`config.mk`:
```
export PLATFORM = sky130hd
export DESIGN_NAME = shift_flag_unit
export DESIGN_NICKNAME = d
export VERILOG_FILES = /design/src/rtl/shift_unit_pkg.sv /design/src/rtl/shift_amount_sel.sv /design/src/rtl/shift_core.sv /design/src/rtl/shift_flag_gen.sv /design/src/rtl/shift_status_reg.sv /design/src/rtl/shift_flag_unit.sv
export SDC_FILE = /design/constraint.sdc
export NUM_CORES = 1
export LEC_CHECK = 0
export ABC_CLOCK_PERIOD_IN_PS = 1430
export CORE_MARGIN = 10
export CORE_UTILIZATION = 40
export CTS_BUF_LIST = sky130_fd_sc_hd__clkbuf_8
export DETAILED_ROUTE_END_ITERATION = 16
export DONT_BUFFER_PORTS = 1
export GPL_TIMING_DRIVEN = 0
export HOLD_SLACK_MARGIN = 0.15
export PLACE_DENSITY = 0.64
export SYNTH_ARGS = -nofsm -noshare
export SYNTH_HDL_FRONTEND = slang
export SYNTH_SLANG_ARGS = --single-unit
```
`constraint.sdc`:
```
create_clock -name clk -period 1.43 [get_ports clk]
set_input_delay 0.0715 -clock clk [delete_from_list [all_inputs] [get_ports clk]]
set_output_delay 0.0715 -clock clk [all_outputs]
set_load 0.02 [all_outputs]
```
`src/rtl/shift_unit_pkg.sv`:
```
package shift_unit_pkg;

  typedef enum logic [1:0] {
    KIND_SAR   = 2'b00,
    KIND_SHR   = 2'b01,
    KIND_SHL   = 2'b10,
    KIND_LOGIC = 2'b11
  } op_kind_e;

  localparam int FLAG_W  = 4;
  localparam int FLAG_Z  = 0;
  localparam int FLAG_S  = 1;
  localparam int FLAG_OV = 2;
  localparam int FLAG_CY = 3;

  typedef struct packed {
    logic cy;
    logic ov;
    logic s;
    logic z;
  } status_t;

endpackage

```
`src/rtl/shift_amount_sel.sv`:
```
module shift_amount_sel #(
  parameter int DATA_W = 32,
  parameter int AMT_W  = $clog2(DATA_W)
) (
  input  logic              amt_sel,
  input  logic [AMT_W-1:0]  amt_imm,
  input  logic [DATA_W-1:0] amt_reg,
  output logic [AMT_W-1:0]  amt
);

  // Upper register bits play no part in the amount.
  logic unused_amt_hi;
  assign unused_amt_hi = ^amt_reg[DATA_W-1:AMT_W];

  always_comb begin
    if (amt_sel) amt = amt_reg[AMT_W-1:0];
    else         amt = amt_imm;
  end

endmodule

```
`src/rtl/shift_core.sv`:
```
module shift_core
  import shift_unit_pkg::*;
#(
  parameter int DATA_W = 32,
  parameter int AMT_W  = $clog2(DATA_W)
) (
  input  op_kind_e          kind,
  input  logic [DATA_W-1:0] operand,
  input  logic [AMT_W-1:0]  amt,
  output logic [DATA_W-1:0] shifted,
  output logic              carry_out
);

  // One extra guard bit below the data catches the last bit shifted out.
  localparam int EW = DATA_W + 1;

  logic              go_left;
  logic              fill;
  logic [DATA_W-1:0] reversed_in;
  logic [DATA_W-1:0] oriented;
  logic [DATA_W-1:0] stage_out;
  logic [DATA_W-1:0] reversed_out;
  logic [EW-1:0]     stg [0:AMT_W];

  always_comb begin
    go_left = (kind == KIND_SHL);
    fill    = (kind == KIND_SAR) & operand[DATA_W-1];
    for (int i = 0; i < DATA_W; i++) begin
      reversed_in[i] = operand[DATA_W-1-i];
    end
    oriented = go_left ? reversed_in : operand;
  end

  assign stg[0] = {oriented, 1'b0};

  // Left shifts reuse the right shifter on the bit-reversed word.
  for (genvar s = 0; s < AMT_W; s++) begin : g_stage
    localparam int SH = 1 << s;
    assign stg[s+1] = amt[s] ? {{SH{fill}}, stg[s][EW-1:SH]} : stg[s];
  end

  assign stage_out = stg[AMT_W][EW-1:1];

  always_comb begin
    for (int i = 0; i < DATA_W; i++) begin
      reversed_out[i] = stage_out[DATA_W-1-i];
    end
    shifted   = go_left ? reversed_out : stage_out;
    carry_out = stg[AMT_W][0];
  end

endmodule

```
`src/rtl/shift_flag_gen.sv`:
```
module shift_flag_gen
  import shift_unit_pkg::*;
#(
  parameter int DATA_W = 32
) (
  input  op_kind_e          kind,
  input  logic [DATA_W-1:0] shifted,
  input  logic              carry_out,
  input  logic [DATA_W-1:0] logic_in,
  input  status_t           status_q,
  output logic [DATA_W-1:0] next_result,
  output status_t           next_status
);

  always_comb begin
    next_status.ov = 1'b0;
    if (kind == KIND_LOGIC) begin
      next_result    = logic_in;
      next_status.cy = status_q.cy;
    end else begin
      next_result    = shifted;
      next_status.cy = carry_out;
    end
    next_status.z = (next_result == '0);
    next_status.s = next_result[DATA_W-1];
  end

endmodule

```
`src/rtl/shift_status_reg.sv`:
```
module shift_status_reg
  import shift_unit_pkg::*;
#(
  parameter int DATA_W = 32
) (
  input  logic              clk,
  input  logic              rst_n,
  input  logic              load,
  input  logic [DATA_W-1:0] next_result,
  input  status_t           next_status,
  output logic [DATA_W-1:0] result_q,
  output status_t           status_q,
  output logic              valid_q
);

  always_ff @(posedge clk or negedge rst_n) begin
    if (!rst_n) begin
      result_q <= '0;
      status_q <= '0;
      valid_q  <= 1'b0;
    end else begin
      valid_q <= load;
      if (load) begin
        result_q <= next_result;
        status_q <= next_status;
      end
    end
  end

endmodule

```
`src/rtl/shift_flag_unit.sv`:
```
module shift_flag_unit
  import shift_unit_pkg::*;
#(
  parameter int DATA_W = 32,
  parameter int AMT_W  = $clog2(DATA_W)
) (
  input  logic              clk,
  input  logic              rst_n,
  input  logic              op_valid,
  input  logic [1:0]        op_kind,
  input  logic              amt_sel,
  input  logic [AMT_W-1:0]  amt_imm,
  input  logic [DATA_W-1:0] amt_reg,
  input  logic [DATA_W-1:0] operand,
  input  logic [DATA_W-1:0] logic_in,
  output logic [DATA_W-1:0] result,
  output logic [FLAG_W-1:0] status,
  output logic              res_valid
);

  op_kind_e          kind;
  logic [AMT_W-1:0]  amt;
  logic [DATA_W-1:0] shifted;
  logic              carry_out;
  logic [DATA_W-1:0] next_result;
  status_t           next_status;
  status_t           status_q;

  assign kind = op_kind_e'(op_kind);

  shift_amount_sel #(.DATA_W(DATA_W), .AMT_W(AMT_W)) u_amt (
    .amt_sel (amt_sel),
    .amt_imm (amt_imm),
    .amt_reg (amt_reg),
    .amt     (amt)
  );

  shift_core #(.DATA_W(DATA_W), .AMT_W(AMT_W)) u_core (
    .kind      (kind),
    .operand   (operand),
    .amt       (amt),
    .shifted   (shifted),
    .carry_out (carry_out)
  );

  shift_flag_gen #(.DATA_W(DATA_W)) u_flags (
    .kind        (kind),
    .shifted     (shifted),
    .carry_out   (carry_out),
    .logic_in    (logic_in),
    .status_q    (status_q),
    .next_result (next_result),
    .next_status (next_status)
  );

  shift_status_reg #(.DATA_W(DATA_W)) u_reg (
    .clk         (clk),
    .rst_n       (rst_n),
    .load        (op_valid),
    .next_result (next_result),
    .next_status (next_status),
    .result_q    (result),
    .status_q    (status_q),
    .valid_q     (res_valid)
  );

  assign status = status_q;

endmodule

```
==> metrics.md, run 1 <==
| Metric | Value |
|---|---|
| Area share of the largest cell type after synthesis | 19.7% |
| MaxCap Viol Count | 0 |
| Syn nets | 612 |
| Fillers | 917 |
| Gate power share | 62.8% |
| Pre-antenna DRT Iters | 7 |
| Dpl cell area | 5050 sq um |
| Final RePlAce weighted congestion | 0.986 |
| WL per Instance | 30.0 microns |
| #FFs+latches synth | 35 |
| Switching share of total power | 44.4% |
| Die ar. | 16400 sq um |
| Clock-pin slew on the worst setup and hold paths | 80 ps |
| Mapped Cells | 505 |
| Diodes inserted | 0 |
| CP Class | in -> reg |
| Top layer in use | met4 |
| Final net count | 739 |
| Crit path capture type | register |
| Initial drt markers | 740 |
| Clock skew | 0 ps |
| Clk buf depth | 2 |
| Avg Synthesized Cell Area | 9.26 sq um |
| Mapped cell area | 4680 sq um |
| Setup violations, final | 34 |
| Post-synth EDFFs | 0 |
| Synth top cells by count | nand2_1, mux2i_1, nor2_1 |
| Pin slew with the least headroom to its limit | 974 ps |
| Register area share after synthesis | 18.7% |
| Period utilization | 212% |
| Vias in the first global route | 5614 |
| Largest cells by area after synthesis | mux4_2, dfrtp_1, mux2i_1 |
| Unrepaired setup endpoints after global routing | true |
| Number of distinct library cells after synthesis | 72 |
| Largest area contributor in the netlist | mux4_2 |
| Pwr Density | 834 nW/um^2 |
| Sw Pwr | 2.67 mW |
| Post-Layout Inst Area | 7220 sq um |
| Via density per instance | 7.13 |
| Clock root cell | clkbuf_8 |
| Met3 Wirelength | 2.72 mm |
| Final Slew Violations | 0 |
| Storage cell area | 876 sq um |
| First-pass GRT wire length | 34.5 mm |
| Overall routing resource usage | 26.9% |
| Die height | 128 microns |
| Post-route DRC violation count | 0 |
| H-Tree Depth | 2 |
| Pin count of the biggest net entering global routing | 36 |
| GRT Residual Overflow | 0 |
| Sequential Power Share | 25.0% |
| Vias | 5535 |
| Max_slew headroom | 34.6% |
| Outcome | finished, violations left |
| Area delta synth->final | 54.4% |
| Top-count cell post-synth | nand2_1 |
| Critical Path RT | 1640 ps |
| Num CTS Buffers | 5 |
| Detail Route Antenna Nets | 0 |
| Fin. Hold Viols | 0 |
| Final worst path period need | 3030 ps |
| Max FO, Critical Path | 7 |
| Setup WS post-layout | -1600 ps |
| IO buf count | 0 |
| Share of synthesized registers carrying an async set or reset | 100% |
| Max IR drop VDD | 0.598 mV |
| Sink Count | 35 |
| Crit path launch type | input pin |
| CTS tree | done |
| DP HPWL | 16.3 mm |
| Clock power share | 12.2% |
| Min-delay worst type | in -> reg |
| Max Clock Freq | 0.330 GHz |
| Met2 routed WL | 10.7 mm |
| Clock Latency Late Sink | 300 ps |
| Initial Util | 41.0% |
| Area of the multi-input gates | 4520 sq um |
| Worst EP arrival | 3240 ps |
| Final wirelength | 23.3 mm |
| Setup WS pre-CTS | -2390 ps |
| Share of layout cells above drive strength 1 | 57.7% |
| Io pins | 144 |
| Antenna violations before repair | 0 |
| DRT met1 WL | 8.51 mm |
| Ys flop type | dfrtp_1 |
| P_int | 3.35 mW |
| Failing checks | setup timing |
| Leak Pwr | 2.80 nW |
| Yosys Warn Count | 0 |
| DIE WIDTH | 128 microns |
| Core Region | 11400 sq um |
| WHS | 114 ps |
| Cell Rows | 39 |
-- cells by family after synthesis --
logic type | Yosys count | synth area share [%]
AO/OA/AOI/OAI | 155 | 22.9
buffers and inverters | 54 | 6.15
flip-flops | 35 | 18.7
multiplexers | 124 | 39.0
other | 1 | 0.0802
AND/OR/NAND/NOR | 136 | 13.2
-- power groups by stage --
stage               sequential (mW)  clock, mW  combinational (mW)
finish                         1.50      0.737                3.78
CTS                            1.51      0.733                3.41
global route                   1.53      0.788                3.92
global placement               1.52          0                2.24
floorplan                      1.47          0                1.65
detailed placement             1.53          0                2.23
-- placed cells by master, fill, tap and decap left out, drive strengths merged, types with 2 or more instances in the layout --
cell type      n
nor4           2
nand4          3
clkbuf        25
nor2          49
nand3          5
or3            2
o211ai         4
a32oi          2
o21a           2
o2bb2ai        4
mux4          41
o32ai          4
a22o           2
a21oi         44
a31oi          9
nand2b         3
a211oi         7
nor3b          4
o311ai         4
nand2         50
o31ai          4
buf          140
o22ai          9
o21ai         22
a22oi          8
a221oi         8
dfrtp         35
clkinv         2
dlygate4sd3    5
a311o          2
mux2          31
or4            3
mux2i         52
inv            9
o22a           3
a2bb2oi        4
nor3           9
-- worst max-delay path, stage by stage --
cell and delay (ps):
buf_12 80, nor2b_4 200, buf_12 140, buf_12 120
mux4_2 530, mux2i_4 260, buf_6 150, mux4_2 330
buf_6 130, o22ai_1 80, a21oi_2 240, inv_1 70
nor4_1 420, nand4_1 190, o32ai_2 210
-- repair_timing --
| action | CTS | global route |
|---|---|---|
| endpoints found under the hold margin | 42 | 0 |
| gates resized for setup | 195 | 51 |
| buffers inserted | 94 | 24 |
| pin swaps | 26 | 25 |
| hold buffers | 6 | 0 |
| setup endpoints to repair | 34 | 34 |
| cloned | 2 | 0 |
-- routing by layer --
layer | track usage (%) | up-vias
met3 | 7.44 | 111
met5 | 0 | -
met4 | 14.0 | 0
li1 | - | 2259
met2 | 42.1 | 458
met1 | 33.2 | 2707
-- path summary, 6_finish.rpt --
kind                                     from            endpoint  cells after the start  slack [ps]
setup reg to reg           u_reg.result_q[22]  u_reg.result_q[22]                      1         540
max in group asynchronous               rst_n   u_reg.result_q[8]                      2        1020
hold reg to reg            u_reg.result_q[19]  u_reg.result_q[19]                      2         640
min in group asynchronous               rst_n  u_reg.result_q[11]                      2         230
hold / removal                    logic_in[2]   u_reg.result_q[2]                      4         110
setup / recovery                   op_kind[1]   u_reg.status_q[0]                     15       -1600
-- stage by stage --
step | power [mW] | cells | TNS (ps) | util [%]
floorplan | 3.13 | 505 | -28200 | -
finish | 6.02 | 776 | -32560 | 63.2
global placement | 3.76 | 648 | -46890 | 44.2
global route | 6.24 | 776 | -34110 | 63.2
CTS | 5.65 | 758 | -30120 | 60.2
detailed placement | 3.76 | 648 | -46030 | 44.2
-- sequential cells by signal, summed over array words and instances (netlist names) --
| register | cells |
|---|---|
| u_reg.status_q | 3 |
| u_reg.valid_q | 1 |
| u_reg.result_q | 31 |
-- cell type report --
class / count / area share [%]
sequential: 35 / 12.1
tap: 143 / 2.48
inverter: 9 / 0.468
clock buffer: 5 / 0.953
multi-input combinational: 416 / 62.6
buffer: 45 / 5.98
clock inverter: 3 / 0.225
timing repair buffer: 120 / 15.2
No activity file was read; power rests on OpenSTA's default activity.
==> inputs of run 2 (changes only) <==
--- a/config.mk
+++ b/config.mk
@@ -13,7 +13,6 @@
 export DONT_BUFFER_PORTS = 1
 export GPL_TIMING_DRIVEN = 0
 export HOLD_SLACK_MARGIN = 0.15
-export PLACE_DENSITY = 0.64
 export SYNTH_ARGS = -nofsm -noshare
 export SYNTH_HDL_FRONTEND = slang
 export SYNTH_SLANG_ARGS = --single-unit
==> run 2 against run 1 <==
- the run still ends with setup timing left
- register-to-register slack about the same
- total power is 4.6% lower
- setup slack better by 59 ps
- maximum frequency rose by 2.0%
- first-iteration DRC count is 12% lower
- hold slack got worse by 9.1 ps
- sequential share of layout area rose by 0.69 points
- die area stayed put
- non-clock buffer count down 36
- critical path type unchanged
- critical endpoint unchanged
==> metrics.md, run 2 (synthesis results as in run 1) <==
| Metric | Value |
|---|---|
| CP Class | in -> reg |
| CP top delay family | simple AND/OR/NAND/NOR gates |
| Final net count | 703 |
| Share of layout cells above drive strength 1 | 54.4% |
| Clock root cell | clkbuf_8 |
| Final Slew Violations | 0 |
| CTS tree | done |
| Critical Path RT | 1650 ps |
| Sink Count | 35 |
| Max FFs per register | 31 |
| Max Clock Freq | 0.336 GHz |
| Leak Pwr | 2.57 nW |
| Initial drt markers | 654 |
| Via density per instance | 7.14 |
| Most used cell, CP | buf_12 |
| R2R cell count | 1 |
| Max FO, Critical Path | 8 |
| Dpl cell area | 5050 sq um |
| Final RePlAce weighted congestion | 0.994 |
| Max IR drop VDD | 0.592 mV |
| Final TNS setup | -28700 ps |
| Worst EP arrival | 3190 ps |
| Gate power share | 61.0% |
| Antenna violations before repair | 0 |
| DIE WIDTH | 128 microns |
| Setup WS post-layout | -1540 ps |
| Core Region | 11400 sq um |
| Commonest non-fill, non-tap cell in the layout | buf_4 |
| Die height | 128 microns |
| Outcome | finished, violations left |
| Vias in the first global route | 5112 |
| Initial Util | 41.0% |
| Sw Pwr | 2.56 mW |
| Io pins | 144 |
| Crit path capture type | register |
| First-pass GRT wire length | 32.3 mm |
| Post-Layout Inst Area | 6830 sq um |
| Num CTS Buffers | 5 |
| MaxCap Viol Count | 0 |
| Crit path max-delay cell type | mux4_2 |
| Clock power share | 12.8% |
| Clock Latency Late Sink | 300 ps |
| Pre-antenna DRT Iters | 5 |
| Vias | 5283 |
| Min-delay worst type | in -> reg |
| Hold Path Depth | 3 |
| Clock-pin slew on the worst setup and hold paths | 80 ps |
| Final wirelength | 21.9 mm |
| CP cell instances | buf_12 -> nor2b_4 -> buf_12 -> buf_12 -> mux4_2 -> mux2i_4 -> buf_12 -> o221a_4 -> a221oi_4 -> o21ai_2 -> a21oi_2 -> or4_1 -> or4_4 -> o32ai_2 |
| Sequential Power Share | 26.2% |
| Regs by FF count | u_reg.result_q: 31 flops, u_reg.status_q: 3 flops, u_reg.valid_q: 1 flops |
| Hold buffers post-CTS | 4 |
| Post-route DRC violation count | 0 |
| IO buf count | 0 |
| Cell Rows | 39 |
| Pin slew with the least headroom to its limit | 950 ps |
| Critical path depth | 14 |
| Reg with most FFs | u_reg.result_q |
| Clock skew | 0 ps |
| Area delta synth->final | 46.0% |
| Diodes inserted | 0 |
| Switching share of total power | 44.6% |
| DP HPWL | 16.0 mm |
| Clk buf depth | 2 |
| Worst path max stage delay | 520 ps |
| WL per Instance | 29.6 microns |
| Pwr Density | 841 nW/um^2 |
| Max_slew headroom | 36.7% |
| Pin count of the biggest net entering global routing | 36 |
| Fin. Hold Viols | 0 |
| Crit path launch type | input pin |
| Period utilization | 208% |
| Detail Route Antenna Nets | 0 |
| Final worst path period need | 2970 ps |
| Commonest non-fill, non-tap cells in the layout | buf_4, nor2_1, nand2_1, mux4_2, dfrtp_1 |
| Failing checks | setup timing |
| H-Tree Depth | 2 |
| Worst Path Buf+Inv | 4 |
| Final core occ | 59.8% |
| GRT Residual Overflow | 0 |
| Overall routing resource usage | 25.2% |
| P_int | 3.18 mW |
| Die ar. | 16400 sq um |
| Unrepaired setup endpoints after global routing | true |
| Setup violations, final | 34 |
[run 2: cell types whose count changed in the layout (fill, tap and decap cells not counted), moves of 3 or more]
cell     before  now
buf_4        80   60
buf_6        37   23
nor2_1       40   46
mux2_2        6   10
mux2_4       24   20
mux2i_1      21   17
nor2_2        6    2
o22ai_1       7    3
o22ai_2       1    5
a21oi_2      18   15
buf_12       12   15
mux2i_2       7   10
[run 2: worst min-delay path: cells and delay by family]
kind	cells	cell delay [ps]
AND/OR/NAND/NOR	2	210
multiplexers	1	70
[run 2: path summary, 6_finish.rpt]
path	slack [ps]	end	start
setup / recovery	-1540	u_reg.status_q[0]	op_kind[1]
min in group asynchronous	220	u_reg.result_q[10]	rst_n
hold reg to reg	630	u_reg.result_q[2]	u_reg.result_q[2]
setup reg to reg	530	u_reg.result_q[9]	u_reg.result_q[9]
max in group asynchronous	1030	u_reg.result_q[22]	rst_n
hold / removal	100	u_reg.result_q[19]	logic_in[19]
[run 2: power groups by stage]
stage | Combinational [mW] | Clock, mW | Sequential (mW)
after floorplan | 1.65 | 0 | 1.47
after global placement | 2.22 | 0 | 1.52
after detailed placement | 2.21 | 0 | 1.53
after CTS | 3.10 | 0.738 | 1.51
after global routing | 3.64 | 0.766 | 1.53
final | 3.50 | 0.737 | 1.51
[run 2: repair_timing]
item | 4_1_cts | 5_1_grt
gates resized for setup | 165 | 53
setup endpoints to repair | 34 | 34
pin swaps | 23 | 29
setup buffers | 57 | 29
endpoints found under the hold margin | 41 | 1
[run 2: per-stage QoR]
step / instances / power [mW] / worst slack, ps / hold slack, ps
2_1_floorplan: 505 / 3.13 / -1690 / -224
3_3_place_gp: 648 / 3.74 / -2410 / -223
6_report: 740 / 5.74 / -1540 / 105
3_5_place_dp: 648 / 3.74 / -2360 / -223
4_1_cts: 717 / 5.35 / -1550 / 107
5_1_grt: 740 / 5.93 / -1600 / 138
[run 2: area by class of cell]
class | count | area [sq um]
sequential | 35 | 876
multi-input combinational | 416 | 4450
buffer | 45 | 408
timing repair buffer | 84 | 800
clock buffer | 5 | 68.8
inverter | 9 | 33.8
fill | 965 | 4590
clock inverter | 3 | 16.3
tap | 143 | 179
[run 2: per-layer routing]
layer	routed length [microns]	vias up	global-route usage, %	part of all wire (%)
met1	8190	2588	31.8	37
met5	0	-	0	0
met3	2490	95	6.66	11
met2	10200	416	40.4	47
li1	-	2184	-	-
met4	1020	0	9.74	4.7
==> inputs of run 3 (changes only) <==
--- a/config.mk
+++ b/config.mk
@@ -5,7 +5,9 @@
 export SDC_FILE = /design/constraint.sdc
 export NUM_CORES = 1
 export LEC_CHECK = 0
+export ABC_AREA = 1
 export ABC_CLOCK_PERIOD_IN_PS = 1430
+export CAP_MARGIN = 20
 export CORE_MARGIN = 10
 export CORE_UTILIZATION = 40
 export CTS_BUF_LIST = sky130_fd_sc_hd__clkbuf_8
@@ -16,3 +18,4 @@
 export SYNTH_ARGS = -nofsm -noshare
 export SYNTH_HDL_FRONTEND = slang
 export SYNTH_SLANG_ARGS = --single-unit
+export TNS_END_PERCENT = 1
==> run 3 against run 2 <==
- the flow still finishes with violations (setup timing)
- synthesized area is 1.9% higher
- global-route usage is 0.45 points lower
- sequential share of layout area up 0.92 points
- routed wire length rose by 2.5%
- clock power is 0.5% higher
- first-iteration DRC count rose by 56%
- utilization fell by 4.7 points
==> metrics.md, run 3 <==
| Metric | Value |
|---|---|
| Via density per instance | 6.26 |
| Register area share after synthesis | 18.4% |
| Max FFs per register | 31 |
| Mapped Cells | 883 |
| Regs by FF count | u_reg.result_q: 31 flops, u_reg.status_q: 3 flops, u_reg.valid_q: 1 flops |
| Initial drt markers | 1019 |
| Max Clock Freq | 0.528 GHz |
| Syn nets | 990 |
| Pwr Density | 760 nW/um^2 |
| Worst R2R Setup Slack | 610 ps |
| Worst Path Buf+Inv | 3 |
| Largest cells by area after synthesis | nand3_1, nand2_1, dfrtp_1 |
| Pre-antenna DRT Iters | 6 |
| Crit path capture type | register |
| Share of synthesized registers carrying an async set or reset | 100% |
| Period utilization | 132% |
| IO buf count | 0 |
| CTS tree | done |
| CP Class | in -> reg |
| Clock skew | 0 ps |
| Failing checks | setup timing |
| Clock-pin slew on the worst setup and hold paths | 70 ps |
| Fin. Hold Viols | 0 |
| CP startpoint | amt_sel |
| Io pins | 144 |
| Final worst path period need | 1890 ps |
| Cell Rows | 39 |
| Clk buf depth | 2 |
| Unrepaired setup endpoints after global routing | true |
| Setup WS pre-CTS | -1060 ps |
| Crit path max-delay cell type | nor2_2 |
| Overall routing resource usage | 24.8% |
| Critical Path RT | 1670 ps |
| Post-route DRC violation count | 0 |
| Area share of the largest cell type after synthesis | 32.0% |
| Final RePlAce weighted congestion | 1.04 |
| Final net count | 1045 |
| CP endpoint | u_reg.status_q[0] |
| Leak Pwr | 3.11 nW |
| Max FO, Critical Path | 10 |
| Pin slew with the least headroom to its limit | 640 ps |
| Post-Layout Inst Area | 6370 sq um |
| Worst path max stage delay | 170 ps |
| #FFs+latches synth | 35 |
| Final wirelength | 22.4 mm |
| Crit path launch type | input pin |
| Min-delay worst type | in -> reg |
| WL per Instance | 20.7 microns |
| MaxCap Viol Count | 0 |
| Number of distinct library cells after synthesis | 26 |
| Max IR drop VDD | 0.446 mV |
| Core Region | 11600 sq um |
| Final Slew Violations | 0 |
| Vias in the first global route | 6225 |
| Antenna violations before repair | 0 |
| Clock Latency Late Sink | 300 ps |
| Die ar. | 16700 sq um |
| Worst R2R End | u_reg.result_q[28] |
| Area delta synth->final | 33.7% |
| Worst EP arrival | 2130 ps |
| Setup WS post-layout | -463 ps |
| CP cell instances | buf_8 -> o21ai_4 -> buf_12 -> clkbuf_16 -> nand3_1 -> nand3_2 -> nand3_1 -> nand3_1 -> nand3_2 -> nand3_1 -> nand2_1 -> nor2_2 -> nand2_1 -> nor2_2 -> nand2_2 -> nor2_4 -> nand2_1 -> nand2_1 |
| Reg with most FFs | u_reg.result_q |
| Initial Util | 41.2% |
| Max_slew headroom | 57.3% |
| Vias | 6768 |
| Ys flop type | dfrtp_1 |
| Clock root cell | clkbuf_8 |
| Share of layout cells above drive strength 1 | 26.8% |
| Top-count cell post-synth | nand3_1 |
| Dpl cell area | 4970 sq um |
| H-Tree Depth | 2 |
| Commonest non-fill, non-tap cells in the layout | nand2_1, nand3_1, nand3_2, dfrtp_1, dlygate4sd3_1 |
| First-pass GRT wire length | 33.4 mm |
| Post-synth EDFFs | 0 |
| Detail Route Antenna Nets | 0 |
| Commonest non-fill, non-tap cell in the layout | nand2_1 |
| Die height | 129 microns |
| GRT Residual Overflow | 0 |
| Mapped cell area | 4770 sq um |
| Setup violations, final | 33 |
| R2R cell count | 2 |
| Worst R2R Start | u_reg.result_q[28] |
| DIE WIDTH | 129 microns |
| Pin count of the biggest net entering global routing | 36 |
| Largest area contributor in the netlist | nand3_1 |
| Num CTS Buffers | 5 |
| DP HPWL | 17.0 mm |
| CP top delay family | simple AND/OR/NAND/NOR gates |
| Outcome | finished, violations left |
| Avg Synthesized Cell Area | 5.40 sq um |
| Critical path depth | 18 |
| Synth top cells by count | nand3_1, nand2_1, nor2_1 |
| Yosys Warn Count | 0 |
| Sink Count | 35 |
[run 3: cell count changes after synthesis, sizes merged, moves of 9 or more]
cell,change
mux2,-31
inv,+23
o21ai,+18
nor3,-9
mux4,-41
nor2,+10
o22ai,-9
buf,+20
nand3,+314
nand2,+254
a21oi,-21
mux2i,-52
[run 3: through the flow]
stage | total power [mW] | TNS, ps | util [%] | hold slack [ps] | cells
finish | 4.84 | -3700 | 55.1 | 204 | 1082
global route | 5.11 | -7270 | 55.1 | 266 | 1081
CTS | 4.39 | -2670 | 48.4 | 242 | 1069
detailed placement | 3.45 | -17970 | 43.0 | -223 | 1026
global placement | 3.45 | -18600 | 43.0 | -223 | 1026
floorplan | 2.88 | -411 | - | -224 | 883
[run 3: repair_timing]
action	in CTS	in global routing
gates resized for setup	58	159
endpoints found under the hold margin	67	0
gates cloned	0	5
setup buffers	2	7
endpoints found under the setup margin	34	34
hold buffers	34	0
pin swaps	7	25
[run 3: area by class of cell]
class	count	area, sq um
multi-input cells	752	4120
diodes	1	2.50
repair buffers	48	520
fillers	1195	5190
clock inverters	1	5.00
flip-flops and latches	35	876
plain buffers	63	455
inverters	33	126
well taps	143	179
clock buffers	6	82.6
[run 3: logic make-up (layout without fill, tap and decap cells)]
group	after synthesis	after routing	synth area share [%]
other	1	2	0.0787
buffers and inverters	96	151	9.56
DFF	35	35	18.4
and+or+nand+nor	685	685	64.5
AOI/OAI and AO/OA	66	66	7.46
[run 3: worst min-delay path by stage]
stage | cells past startpoint | startpoint | to | slack, ps
after global placement | 0 | rst_n | u_reg.status_q[0] | -220
after detailed placement | 0 | rst_n | u_reg.status_q[0] | -220
after floorplan | 0 | rst_n | u_reg.result_q[0] | -220
after CTS | 5 | logic_in[19] | u_reg.result_q[19] | 240
after global routing | 2 | rst_n | u_reg.status_q[0] | 270
final | 5 | logic_in[19] | u_reg.result_q[19] | 200
[run 3: power breakdown]
part / switching [mW] / internal, mW
Clock: 0.363 / 0.378
Combinational: 1.74 / 0.938
Sequential: 0.289 / 1.13
Total: 2.40 / 2.45
[run 3: metal layers]
metal	vias to the layer above	share of wire, %	GRT usage [%]
li1	3082	-	-
met1	3137	40	34.2
met2	487	44	37.8
met3	62	12	4.89
met4	0	3.2	8.23
met5	-	0	0
[run 3: worst register-to-register path, stage by stage, from the launching register on]
cell and delay, ps:
dfrtp_1 470, nand2_1 100, o21ai_0 100
